`src/rtl/bus_access_ctrl.sv`:
```
module bus_access_ctrl #(
  parameter int NM = 3,
  parameter int NS = 4,
  parameter int AW = 4,
  parameter int CW = 4,
  parameter int DW = 16
)(
  input  logic             clk,
  input  logic             rst,
  input  logic [2*NM-1:0]  m_req,
  input  logic [AW*NM-1:0] m_addr,
  output logic [2*NM-1:0]  m_ack,
  input  logic [CW*NM-1:0] m_ctl_in,
  input  logic [DW*NM-1:0] m_dat_in,
  output logic [CW*NM-1:0] m_ctl_out,
  output logic [DW*NM-1:0] m_dat_out,
  input  logic [NS-1:0]    s_busy,
  input  logic [CW*NS-1:0] s_ctl_in,
  input  logic [DW*NS-1:0] s_dat_in,
  output logic [CW*NS-1:0] s_ctl_out,
  output logic [DW*NS-1:0] s_dat_out
);
  localparam int MW = (NM > 1) ? $clog2(NM) : 1;
  localparam int SW = (NS > 1) ? $clog2(NS) : 1;
  localparam logic [AW-2:0] NS_C = (AW-1)'(NS);
  localparam logic [1:0] IDLE = 2'b00, REQD = 2'b01, ADRD = 2'b10, GRNT = 2'b11;
  localparam logic [1:0] RQ_GO = 2'b01, RQ_END = 2'b10;

  logic [1:0]    st     [NM];
  logic [SW-1:0] sel    [NM];
  logic [MW-1:0] rr     [NS];
  logic [NM-1:0] hv     [NS];
  logic [MW-1:0] holder [NS];
  logic [MW-1:0] win    [NS];
  logic [NS-1:0] held, win_ok, give;
  logic [NM-1:0] waiting;

  always_comb begin
    int t;
    t = 0;
    for (int i = 0; i < NM; i++)
      waiting[i] = (st[i] == ADRD) && (m_req[2*i +: 2] != RQ_END);
    for (int j = 0; j < NS; j++) begin
      hv[j] = '0;
      holder[j] = '0;
      for (int i = 0; i < NM; i++)
        if (st[i] == GRNT && sel[i] == SW'(j)) begin
          hv[j][i] = 1'b1;
          holder[j] = MW'(i);
        end
      held[j] = |hv[j];
      win_ok[j] = 1'b0;
      win[j] = '0;
      for (int k = 1; k <= NM; k++) begin
        t = int'(rr[j]) + k;
        if (t >= NM) t = t - NM;
        if (!win_ok[j] && waiting[t] && sel[t] == SW'(j)) begin
          win_ok[j] = 1'b1;
          win[j] = MW'(t);
        end
      end
      give[j] = win_ok[j] && !held[j] && !s_busy[j];
    end
  end

  always_ff @(posedge clk) begin
    if (rst) begin
      for (int i = 0; i < NM; i++) begin
        st[i]  <= IDLE;
        sel[i] <= '0;
      end
      for (int j = 0; j < NS; j++) rr[j] <= MW'(NM - 1);
    end else begin
      for (int i = 0; i < NM; i++) begin
        case (st[i])
          IDLE: if (m_req[2*i +: 2] == RQ_GO) st[i] <= REQD;
          REQD:
            if (m_req[2*i +: 2] == RQ_END) st[i] <= IDLE;
            else if (m_addr[AW*i] && m_addr[AW*i+1 +: AW-1] < NS_C) begin
              st[i]  <= ADRD;
              sel[i] <= m_addr[AW*i+1 +: SW];
            end
          ADRD:
            if (m_req[2*i +: 2] == RQ_END) st[i] <= IDLE;
            else if (give[sel[i]] && win[sel[i]] == MW'(i)) st[i] <= GRNT;
          default: if (m_req[2*i +: 2] == RQ_END) st[i] <= IDLE;
        endcase
      end
      for (int j = 0; j < NS; j++)
        if (give[j]) rr[j] <= win[j];
    end
  end

  for (genvar gi = 0; gi < NM; gi++) begin : g_mst
    assign m_ack[2*gi +: 2]       = st[gi];
    assign m_ctl_out[CW*gi +: CW] = (st[gi] == GRNT) ? s_ctl_in[CW*sel[gi] +: CW] : '0;
    assign m_dat_out[DW*gi +: DW] = (st[gi] == GRNT) ? s_dat_in[DW*sel[gi] +: DW] : '0;

    assert_idle_exit_R2: assert property (@(posedge clk) disable iff (rst)
      (m_ack[2*gi +: 2] == IDLE && m_req[2*gi +: 2] != RQ_GO) |=> m_ack[2*gi +: 2] == IDLE);
    assert_bad_addr_R3: assert property (@(posedge clk) disable iff (rst)
      (m_ack[2*gi +: 2] == REQD && m_req[2*gi +: 2] != RQ_END && !m_addr[AW*gi])
        |=> m_ack[2*gi +: 2] == REQD);
    assert_busy_blocks_R4: assert property (@(posedge clk) disable iff (rst)
      (m_ack[2*gi +: 2] == ADRD && s_busy[sel[gi]]) |=> m_ack[2*gi +: 2] != GRNT);
    assert_end_release_R7: assert property (@(posedge clk) disable iff (rst)
      (m_ack[2*gi +: 2] != IDLE && m_req[2*gi +: 2] == RQ_END) |=> m_ack[2*gi +: 2] == IDLE);
  end

  for (genvar gj = 0; gj < NS; gj++) begin : g_slv
    assign s_ctl_out[CW*gj +: CW] = held[gj] ? m_ctl_in[CW*holder[gj] +: CW] : '0;
    assign s_dat_out[DW*gj +: DW] = held[gj] ? m_dat_in[DW*holder[gj] +: DW] : '0;

    assert_single_holder_R4: assert property (@(posedge clk) disable iff (rst)
      $onehot0(hv[gj]));
  end
endmodule

```
`config.mk`:
```
export PLATFORM = sky130hd
export DESIGN_NAME = bus_access_ctrl
export DESIGN_NICKNAME = d
export VERILOG_FILES = /design/src/rtl/bus_access_ctrl.sv
export SDC_FILE = /design/constraint.sdc
export NUM_CORES = 1
export LEC_CHECK = 0
export ABC_AREA = 1
export BUFFER_PORTS_ARGS = -buffer_cell sky130_fd_sc_hd__buf_2
export CORE_AREA = 2 2 120 122
export DETAILED_ROUTE_END_ITERATION = 10
export DIE_AREA = 0 0 122 124
export PLACE_DENSITY = 0.77
export SYNTH_ARGS = -nofsm -noshare
export SYNTH_HDL_FRONTEND = slang
export SYNTH_SLANG_ARGS = --single-unit
export TNS_END_PERCENT = 20
```
`constraint.sdc`:
```
create_clock -name clk -period 3.7 [get_ports clk]
set_input_delay 0.37 -clock clk [delete_from_list [all_inputs] [get_ports clk]]
set_output_delay 0.37 -clock clk [all_outputs]
set_load 0.005 [all_outputs]
```
Word-level counts from Yosys, hierarchy flattened:

Memory sizes are Yosys's and may differ from the RTL's.
Cells that the tools add are included.

* $add $sub $neg: 24
* multiply operators: 0
* div/mod/pow operators: 0
* $lt $le $gt $ge: 33
* eq/ne operators: 38
* shift operators: 14
* mux-type cells: 232
* bitwise logic cells: 28
* reductions and logical operators: 82

Operators by type and width (number)
* < comparator 32 x 4 -> 1 bit, second input constant: 12
* 2-to-1 mux 32 bit: 12
* variable part select 48 x 7 -> 16 bit: 4
* variable part select 64 x 7 -> 16 bit: 3
* 2-to-1 mux 1 bit: 141
* 2-to-1 mux 16 bit: 7
* 2-to-1 mux 2 bit: 47
* logical AND 1 bit: 49
* variable part select 12 x 5 -> 4 bit: 4
* variable part select 16 x 5 -> 4 bit: 3
* subtractor 3 x 2 -> 4 bit, second input constant: 12
* == test 2 bit, second input constant: 22
* >= comparator 3 x 2 -> 1 bit, second input constant: 12
* binary-select mux 1 bit (select 2 bit): 15
* 2-to-1 mux 4 bit: 7
* == test 2 x 1 -> 1 bit, second input constant: 13
* OR 1 bit: 25
* adder 2 x 2 -> 3 bit, second input constant: 8
* OR reduction 3 bit: 7
* zero test 2 bit: 10
* zero test 1 bit: 16
* adder 2 x 1 -> 3 bit, second input constant: 4
* binary-select mux 2 bit (select 2 bit): 3
* >= comparator 3 bit, second input constant: 3
* 4 further kinds: 12

* bits in registers: 0
* latch bits: 0
* memory bits (writable): 20
* bits in read-only memories: 0
* output and inout bits: 146
* word-level logic and storage cells: 454
* memories kept: 3

Memories
* rr: words 4, bits a word 2, rd ports 4, clocked after Yosys merged registers in 0, write ports 4, line 31 `logic [MW-1:0] rr [NS];`
* sel: words 3, bits a word 2, rd ports 15, clocked after Yosys merged registers in 0, write ports 3, line 30 `logic [SW-1:0] sel [NM];`
* st: words 3, bits a word 2, rd ports 3, clocked after Yosys merged registers in 0, write ports 3, line 29 `logic [1:0] st [NM];`

Depth between registers and ports, before layout:

Gate-level depths: netlist of the first run.
An unclocked memory read counts as a cell.

* depth after elaboration: 29
* gate-level depth with buffers: 21
* mapped depth without buffers: 20

Worst setup path after synthesis of the first run:

OpenSTA, ideal clock, no wires.

* path type: flip-flop to flip-flop
* start: memory rr[0][0] (netlist bit)
* end: memory st[2][0], enable pin
* setup time: 301 ps
* arrival: 2270 ps
* setup slack: 1129 ps
* cell stages (with the launch flop): 18
* buffers on the path: 1
* cells stage by stage: edfxtp_1 > inv_1 > ha_1 > buf_4 > nand2_1 > o21ai_0 > nand2_1 > nand2_1 > nor2_1 > nand3_1 > o211ai_1 > nand2_1 > o21ai_0 > nand3_1 > or2_1 > nand2_1 > nor2_1 > nand3_1

RTL lines (line)
* from (decl): 31
* to (decl): 29

==> results of run 1 <==
layer usage:
metal  up-vias  track usage [%]  routed length [um]
met4         0             13.3                1070
met5         -                0                   0
met2       672             53.4               11900
met1      3814             41.7                9610
li1       3920                -                   -
met3       112             5.63                3110
cell families after synthesis:
group / count (synthesis) / share of synthesized area [%]
simple gates: 465 / 38.3
compound gates: 263 / 33.6
buf+inv: 185 / 13.5
flops: 20 / 11.6
fa+ha+maj: 12 / 2.91
power breakdown:
group / leakage [uW] / internal [uW] / switching [uW]
Sequential: 0.000199 / 337 / 66.6
Clock: 0.0000385 / 144 / 88.2
Combinational: 0.00355 / 800 / 1480
placed cells by master, fill, tap and decap left out, drive strengths merged:
cell type  netlist  routed
nor3b            1       1
ha              12      12
clkbuf          61       3
edfxtp          20      20
buf              2     331
nand3b           1       1
diode            0       1
nor3            50      50
o22ai          138     138
clkinv           4       5
a221oi          62      62
o41ai            2       2
nand2          119     119
and2             2       2
nand3           70      70
nor2           207     207
o21ai           55      55
or2              2       2
nand4           13      13
inv            118     118
a21oi            5       5
o211ai           1       1
tightest hold or removal path: cells and delay by family:
kind                   cells  cell delay (ns)
buffers and inverters      2             0.12
and+or+nand+nor            1             0.04
state kept, by name, summed over array words and instances (netlist names):
name / count
rr: 8
sel: 6
st: 6
worst paths after layout:
| kind | cells past startpoint | end | startpoint |
|---|---|---|---|
| max | 8 | s_dat_out[7] | st[2][1]$_SDFFCE_PP0P_ |
| min | 3 | sel[1][0]$_SDFFCE_PP0P_ | m_addr[5] |
| max reg2reg | 17 | st[2][1]$_SDFFCE_PP0P_ | rr[0][0]$_SDFFCE_PN0P_ |
| min reg2reg | 3 | rr[1][0]$_SDFFCE_PN0P_ | rr[1][0]$_SDFFCE_PN0P_ |
metrics by stage:
stage	total power, uW	instances	worst slack [ns]
after CTS	2870	1397	0.432
after global routing	3220	1398	0.159
after global placement	2610	1393	0.745
after detailed placement	2640	1393	0.665
final	2920	1398	0.359
after floorplan	1950	945	1.13
cell type report:
type                       instances  area [um^2]  share of cell area (%)
antenna                            1         2.50                  0.0360
clock buffer                       3         75.1                    1.08
inverter                         122          458                    6.60
timing repair buffer             331         1710                    24.7
sequential                        20          601                    8.65
clock inverter                     1         3.75                  0.0541
multi-input combinational        740         3860                    55.7
tap                              180          225                    3.24
==> results.cfg, run 1 <==
[detailed_routing]
via_per_inst = 6.09
dr.pass1.iters = 6
vias = 8518
wl_per_cell_um = 18.4
wirelength_um = 25700
drt-initial-drc-count = 1179
antenna_left = 0
drc = 0

[sta]
hold_ws_ns = 0.369
fmax_mhz = 299
finalCriticalPeriod_ns = 3.34
rsz0062_at_grt = no
tns_ns = 0
slew_violations = 0
tightestPinTransition_ns = 0.774
setup_viol = 0
fin_skew_ns = 0.00371
finalCritPeriodShare_pct = 90.3
finalHoldViolations = 0
max-slew-margin-rel_pct = 48.2

[logic_synthesis]
syn_nets = 1121
yosys-top-cells-count = 202 x nor2_1, 138 x o22ai_1, 118 x nand2_1
ys_top_cells_by_area = o22ai_1 17%, nor2_1 15%, edfxtp_1 12%, a221oi_1 11%, nand2_1 8.6%
ys_seq_area_share_pct = 11.6
synth_cell_types = 29
async_flop_share_pct = 0
synth.top_cell.area_share_pct = 16.7
ys.flop_type = edfxtp_1
synth_most_common_cell = nor2_1
postSynthAreaPerCell_um2 = 5.46
yosys_warnings = 0
synthCells = 945
synth_edf_count = 20
yosys.area.top_type = o22ai_1
synth-seq-cells = 20
syn_area_um2 = 5160

[finish]
drive_above_1_share_pct = 29.6
final_area_um2 = 6940
fill_cells = 1501
final_nets = 1394
final_util_pct = 50.6
syn_to_final_growth_pct = 34.6

[place]
postPlaceCellArea_um2 = 6860
port_buffers = 309
dp_hpwl_um = 19600
gp_congestion = 1.09

[global_route]
grt_max_degree = 24
grt_usage_pct = 32.3
grt_overflow_total = 0
grt_pass1_vias = 7699
grt_antenna_before_repair = 1
grt_pass1_wl_um = 39300

[floorplanning]
die_w_um = 122
ioPinCount = 310
die_area_um2 = 15100
start_util_pct = 37.6
die_y_um = 124
core.rowCount = 43
core-area_um2 = 13700

[clock_tree]
clk_latency_ns = 0.26
clkTransAtPathRegs_ns = 0.06
h-tree-depth = 1
numCtsBuffers = 3
hold_buffers = 0
cts_resized = 0
cts_setup_buffers = 0
cts_max_path_buffers = 2
cts_root_buffer = clkbuf_16
cts_tree = yes
clock_sinks = 20

[min_path]
worstHoldPathType = in -> reg

[worst_setup_path]
crit_path_max_fanout = 20
path_class = reg -> out
cp_data_arrival_time_ns = 2.97
slowest_stage = nand2_1
r2r_slack_ns = 0.55
cp.buffers_inverters = 3
cp_cell_sequence = nand2_1 > nor2_1 > inv_1 > buf_4 > nand2_1 > o22ai_1 > nor2_1 > buf_2
start_kind = flip-flop
cpPeakStageDelay_ns = 0.58
endpoint_kind = output port
critPathTopFamily = simple AND/OR/NAND/NOR gates
required_ns = 3.33

[status]
status = finished, final reports clean

[power]
power_density_nw_per_um2 = 420
peakVddDrop_v = 0.000226
p_leak_uw = 0.00379

[job]
cap_violations = 0
Power figures use the tool's default switching activity.
==> run 2, diff against run 1 <==
--- a/config.mk
+++ b/config.mk
@@ -7,10 +7,10 @@
 export LEC_CHECK = 0
 export ABC_AREA = 1
 export BUFFER_PORTS_ARGS = -buffer_cell sky130_fd_sc_hd__buf_2
-export CORE_AREA = 2 2 120 122
+export CORE_AREA = 2 2 121 123
 export DETAILED_ROUTE_END_ITERATION = 10
-export DIE_AREA = 0 0 122 124
-export PLACE_DENSITY = 0.77
+export DIE_AREA = 0 0 123 125
+export PLACE_DENSITY_LB_ADDON = 0.1
 export SYNTH_ARGS = -nofsm -noshare
 export SYNTH_HDL_FRONTEND = slang
 export SYNTH_SLANG_ARGS = --single-unit
==> constraint.sdc (replaced) <==
create_clock -name clk -period 4.1 [get_ports clk]
set_input_delay 0.41 -clock clk [delete_from_list [all_inputs] [get_ports clk]]
set_output_delay 0.41 -clock clk [all_outputs]
set_load 0.005 [all_outputs]
==> run 2 against run 1 <==
Core utilization down 1.5 points. Sequential share of layout area about the same. Clock skew about the same. Largest cell class unchanged. Critical path type unchanged. Combinational power down 9.6%. Highest routed layer unchanged.
==> results.cfg, run 2 (same netlist as run 1, synthesis figures left out) <==
[sta]
max-slew-margin-rel_pct = 45.0
hold_ws_ns = 0.402
finalHoldViolations = 0
worst_slack_ns = 0.607
tns_ns = 0
fmax_mhz = 286
finalCriticalPeriod_ns = 3.49
slew_violations = 0
rsz0062_at_grt = no
fin_skew_ns = 0.00380
setup_viol = 0
tightestPinTransition_ns = 0.823
finalCritPeriodShare_pct = 85.2

[clock_tree]
cts_resized = 0
hold_buffers = 0
clock_sinks = 20
clk_latency_ns = 0.26
cts_max_path_buffers = 2
cts_setup_buffers = 0
numCtsBuffers = 3
cts_root_buffer = clkbuf_16
cts_tree = yes
clkTransAtPathRegs_ns = 0.06
h-tree-depth = 1

[detailed_routing]
dr.pass1.iters = 6
drc = 0
drt-initial-drc-count = 860
wirelength_um = 25900
via_per_inst = 5.99
wl_per_cell_um = 18.5
antenna_left = 0
vias = 8398

[worst_setup_path]
cp_cell_sequence = nand2_1 > nor2_1 > inv_1 > nand2_1 > o22ai_1 > nor2_1 > buf_2
r2r_cells = 13
cpPeakStageDelay_ns = 0.63
cp_data_arrival_time_ns = 3.08
r2r-end = st[2][0]$_DFFE_PP_
cp-startpoint = st[2][1]$_SDFFCE_PP0P_
endpoint_kind = output port
path_class = reg -> out
r2r_slack_ns = 0.82
r2r-start = st[2][1]$_SDFFCE_PP0P_
required_ns = 3.69
start_kind = flip-flop
crit_path_max_fanout = 21
slowest_stage = nand2_1

[place]
gp_congestion = 0.960
port_buffers = 309
preCtsSetupSlack_ns = 0.914
dp_hpwl_um = 19400

[floorplanning]
die_y_um = 125
core-area_um2 = 14200
core.rowCount = 44
start_util_pct = 36.3
ioPinCount = 310
die_area_um2 = 15400
die_w_um = 123

[finish]
top_register = rr
drive_above_1_share_pct = 29.7
final_cell_mix = 309 x buf_2, 201 x nor2_1, 138 x o22ai_1
final_util_pct = 49.1
layout_commonest_cell = buf_2
reg_top3 = rr: 8 flops, sel: 6 flops, st: 6 flops
final_nets = 1393
fill_cells = 1575
syn_to_final_growth_pct = 35.1
largest_register_ffs = 8

[power]
swShare_pct = 55.0
p_leak_uw = 0.00380
p_switching_uw = 1490
seqPwrFrac_pct = 13.4
peakVddDrop_v = 0.000183
p_clk_share_pct = 10.5
power_frac_comb_pct = 76.1
intPower_uw = 1220
power_density_nw_per_um2 = 389

[global_route]
grt_max_degree = 25
grt_usage_pct = 32.1
grt_pass1_wl_um = 40100
grt_pass1_vias = 7720
grt_overflow_total = 0
grt_antenna_before_repair = 0

[min_path]
worstHoldPathType = in -> reg
worstHoldStart = m_addr[9]
holdPathStages = 3
min_to = sel[2][0]$_SDFFCE_PP0P_

[job]
cap_violations = 0

[status]
status = finished, final reports clean
-- run 2: changes by cell type in the layout (fill, tap and decap cells not counted) --
cell	delta
clkinv_1	-1
buf_4	-1
nor2_1	-1
bufinv_16	+1
nor2_2	+1
-- run 2: area by class of cell --
cell class / instances / area [um^2] / area share, %
multi-input cells: 740 / 3870 / 55.5
flip-flops and latches: 20 / 601 / 8.62
inverters: 122 / 458 / 6.57
well taps: 184 / 230 / 3.30
diodes: 1 / 2.50 / 0.0359
repair buffers: 330 / 1700 / 24.5
clock buffers: 3 / 75.1 / 1.08
clock inverters: 1 / 30.0 / 0.431
-- run 2: how the worst max path moves through the flow --
stage          slack [ns]                 end
2_1_floorplan        1.53  st[2][0]$_DFFE_PP_
3_3_place_gp         1.07  st[2][0]$_DFFE_PP_
3_5_place_dp         0.91  st[2][0]$_DFFE_PP_
4_1_cts              0.71        s_dat_out[6]
5_1_grt              0.48        s_dat_out[6]
6_report             0.61        s_dat_out[7]
-- run 2: per-stage QoR --
| stage | instance area [um^2] | total power (uW) | instances |
|---|---|---|---|
| finish | 6970 | 2710 | 1401 |
| global route | 6970 | 2980 | 1400 |
| CTS | 6970 | 2670 | 1400 |
| detailed placement | 6860 | 2380 | 1396 |
| global placement | 6860 | 2390 | 1396 |
| floorplan | 5160 | 1760 | 945 |
-- run 2: worst max-delay path, delay by kind of cell (launching register included) --
family / cells / cell delay, ns
AOI/OAI and AO/OA: 1 / 0.36
buffers and inverters: 2 / 0.61
DFF: 1 / 0.46
and+or+nand+nor: 4 / 1.36
-- run 2: power by group through the flow --
| stage | Clock [uW] | Sequential, uW | Combinational, uW |
|---|---|---|---|
| 6_report | 284 | 364 | 2060 |
| 5_1_grt | 294 | 375 | 2310 |
| 4_1_cts | 287 | 362 | 2020 |
| 3_5_place_dp | 0 | 368 | 2010 |
| 3_3_place_gp | 0 | 366 | 2020 |
| 2_1_floorplan | 0 | 353 | 1410 |
-- run 2: layer usage --
layer	up-vias	track usage [%]	wire (um)
met5	-	0	0
met4	0	11.9	1030
met3	95	5.34	2690
met2	592	53.9	12300
met1	3786	41.0	9900
li1	3925	-	-
==> run 3, diff against run 2 <==
--- a/config.mk
+++ b/config.mk
@@ -5,7 +5,6 @@
 export SDC_FILE = /design/constraint.sdc
 export NUM_CORES = 1
 export LEC_CHECK = 0
-export ABC_AREA = 1
 export BUFFER_PORTS_ARGS = -buffer_cell sky130_fd_sc_hd__buf_2
 export CORE_AREA = 2 2 121 123
 export DETAILED_ROUTE_END_ITERATION = 10
==> constraint.sdc (replaced) <==
create_clock -name clk -period 3.99 [get_ports clk]
set_input_delay 0.399 -clock clk [delete_from_list [all_inputs] [get_ports clk]]
set_output_delay 0.399 -clock clk [all_outputs]
set_load 0.005 [all_outputs]
==> run 3 against run 2 <==
Critical endpoint is now st[1][0]$_SDFFCE_PP0P_. Largest cell class unchanged. Combinational power decreased by 61%. Sequential power is 20% lower. Highest routed layer unchanged. Non-clock buffer count grew 2. Hold slack improved by 0.013 ns. Synthesized cell count decreased by 24%.
==> results.cfg, run 3 <==
[logic_synthesis]
ys.flop_type = edfxtp_1
postSynthAreaPerCell_um2 = 8.44
yosys_warnings = 0
synth_fa_ha_area_share_pct = 2.47
yosys.area.top_type = mux4_2
synth-seq-cells = 20
muxShareOfSynthArea_pct = 35.8
synth_top_family_by_area = multiplexers
synth.top_cell.area_share_pct = 22.2
syn_area_um2 = 6080
synth-compound-area-share_pct = 16.6
ys_seq_area_share_pct = 9.88
synth_most_common_cell = mux2i_1
yosys-top-cells-count = 80 x mux2i_1, 77 x nand2_1, 60 x mux4_2
synth_cell_types = 78
syn_nets = 896
synth_edf_count = 20
async_flop_share_pct = 0
synth_xor_area_share_pct = 0
synthSimpleGateAreaFrac_pct = 28.7
ys_top_cells_by_area = mux4_2 22%, mux2i_1 13%, edfxtp_1 9.9%, nor2b_1 5.4%, nand2_1 4.8%
synthCells = 720

[detailed_routing]
antenna_left = 0
dr.pass1.iters = 5
wl_per_cell_um = 18.3
vias = 7005
drt-initial-drc-count = 511
drc = 0
via_per_inst = 6.00
wirelength_um = 21400

[power]
intPower_uw = 847
power_frac_comb_pct = 58.5
p_clk_share_pct = 20.6
seqPwrFrac_pct = 20.9
peakVddDrop_v = 0.000107
swShare_pct = 38.9
p_leak_uw = 0.00389
power_density_nw_per_um2 = 178
p_switching_uw = 540

[place]
postPlaceCellArea_um2 = 7700
dp_hpwl_um = 15800
port_buffers = 309
gp_congestion = 0.899

[sta]
fin_skew_ns = 0.00166
setup_viol = 0
finalHoldViolations = 0
max-slew-margin-rel_pct = 41.1
tns_ns = 0
finalCriticalPeriod_ns = 3.35
fmax_mhz = 298
tightestPinTransition_ns = 0.882
slew_violations = 0
finalCritPeriodShare_pct = 84.1
rsz0062_at_grt = no

[floorplanning]
ioPinCount = 310
die_w_um = 123
core-area_um2 = 14200
core.rowCount = 44
die_area_um2 = 15400
start_util_pct = 42.8
die_y_um = 125

[clock_tree]
hold_buffers = 0
cts_root_buffer = clkbuf_16
numCtsBuffers = 3
cts_tree = yes
clk_latency_ns = 0.26
cts_max_path_buffers = 2
clock_sinks = 20
cts_setup_buffers = 0
clkTransAtPathRegs_ns = 0.06
h-tree-depth = 1
cts_resized = 0

[worst_setup_path]
path_class = reg -> reg
crit_path_max_fanout = 10
start_kind = flip-flop
r2r_slack_ns = 0.64
endpoint_kind = flip-flop
required_ns = 4.00
cp_data_arrival_time_ns = 3.36

[finish]
final_area_um2 = 7800
layout_commonest_cell = buf_2
diodes = 0
final_cell_mix = 309 x buf_2, 80 x mux2i_1, 77 x nand2_1
top_register = rr
syn_to_final_growth_pct = 28.4
largest_register_ffs = 8
final_nets = 1161
reg_top3 = rr: 8 flops, sel: 6 flops, st: 6 flops
drive_above_1_share_pct = 43.3

[status]
status = finished, final reports clean

[job]
cap_violations = 0

[min_path]
worstHoldPathType = in -> reg

[global_route]
grt_pass1_wl_um = 33000
grt_overflow_total = 0
grt_pass1_vias = 6623
grt_max_degree = 41
grt_antenna_before_repair = 0
grt_usage_pct = 26.3
[run 3: cell types whose count changed after synthesis, sizes merged, moves of 52 or more]
| cell | change |
|---|---|
| nand3 | -61 |
| mux4 | +60 |
| a221oi | -59 |
| inv | -108 |
| o22ai | -136 |
| nor2b | +52 |
| nor2 | -162 |
| mux2i | +80 |
[run 3: worst max-delay path, stage by stage, from the launching register on]
cell and delay (ns):
edfxtp_1 0.42, inv_1 0.08, ha_1 0.41, nor3b_1 0.19
nand4b_1 0.17, nand4_2 0.15, o41ai_1 0.72, nor2_1 0.09
a211o_1 0.28, o211ai_1 0.13, nand2_1 0.10, or3_1 0.35
[run 3: cell families after synthesis]
| kind of cell | Yosys count |
|---|---|
| adder cells (fa/ha/maj) | 12 |
| AO/OA/AOI/OAI | 151 |
| multiplexers | 142 |
| AND/OR/NAND/NOR | 313 |
| buffers and inverters | 82 |
| flip-flops | 20 |
[run 3: per-layer routing]
layer,vias up,global-route usage (%),part of all wire (%)
met5,-,0,0
met4,0,6.35,1.9
met3,40,3.33,7.0
met2,323,45.4,49
met1,3339,34.8,42
li1,3303,-,-
[run 3: layout make-up]
cell class                      instances  area [um^2]
Inverter                               10         37.5
Clock buffer                            3         75.1
Sequential cell                        20          601
Timing Repair Buffer                  332         1720
Multi-Input combinational cell        618         5110
Tap cell                              184          230
Clock inverter                          1         30.0
Fill cell                            1403         6400
[run 3: stage by stage]
step	util (%)	total power (uW)	hold slack [ns]	setup WS (ns)	std cells
3_5_place_dp	54.2	1100	0.679	0.683	1164
3_3_place_gp	54.2	1100	0.674	0.729	1164
6_report	54.9	1390	0.415	0.636	1168
4_1_cts	54.9	1390	0.412	0.665	1168
5_1_grt	54.9	1470	0.417	0.411	1168
2_1_floorplan	-	784	0.597	0.913	720
[run 3: path summary, 6_finish.rpt]
check / startpoint / to / cells after the start
setup / recovery: rr[0][0]$_SDFFCE_PN0P_ / st[1][0]$_SDFFCE_PP0P_ / 11
hold / removal: m_addr[5] / sel[1][0]$_SDFFCE_PP0P_ / 2
setup reg to reg: rr[0][0]$_SDFFCE_PN0P_ / st[1][0]$_SDFFCE_PP0P_ / 11
hold reg to reg: rr[3][0]$_SDFFCE_PN0P_ / rr[3][1]$_SDFFCE_PN1P_ / 3
[run 3: power groups by stage]
stage / registers [uW] / logic (uW) / clock network (uW)
2_1_floorplan: 276 / 508 / 0
3_3_place_gp: 291 / 806 / 0
3_5_place_dp: 293 / 809 / 0
4_1_cts: 289 / 812 / 288
5_1_grt: 294 / 887 / 294
6_report: 290 / 812 / 285
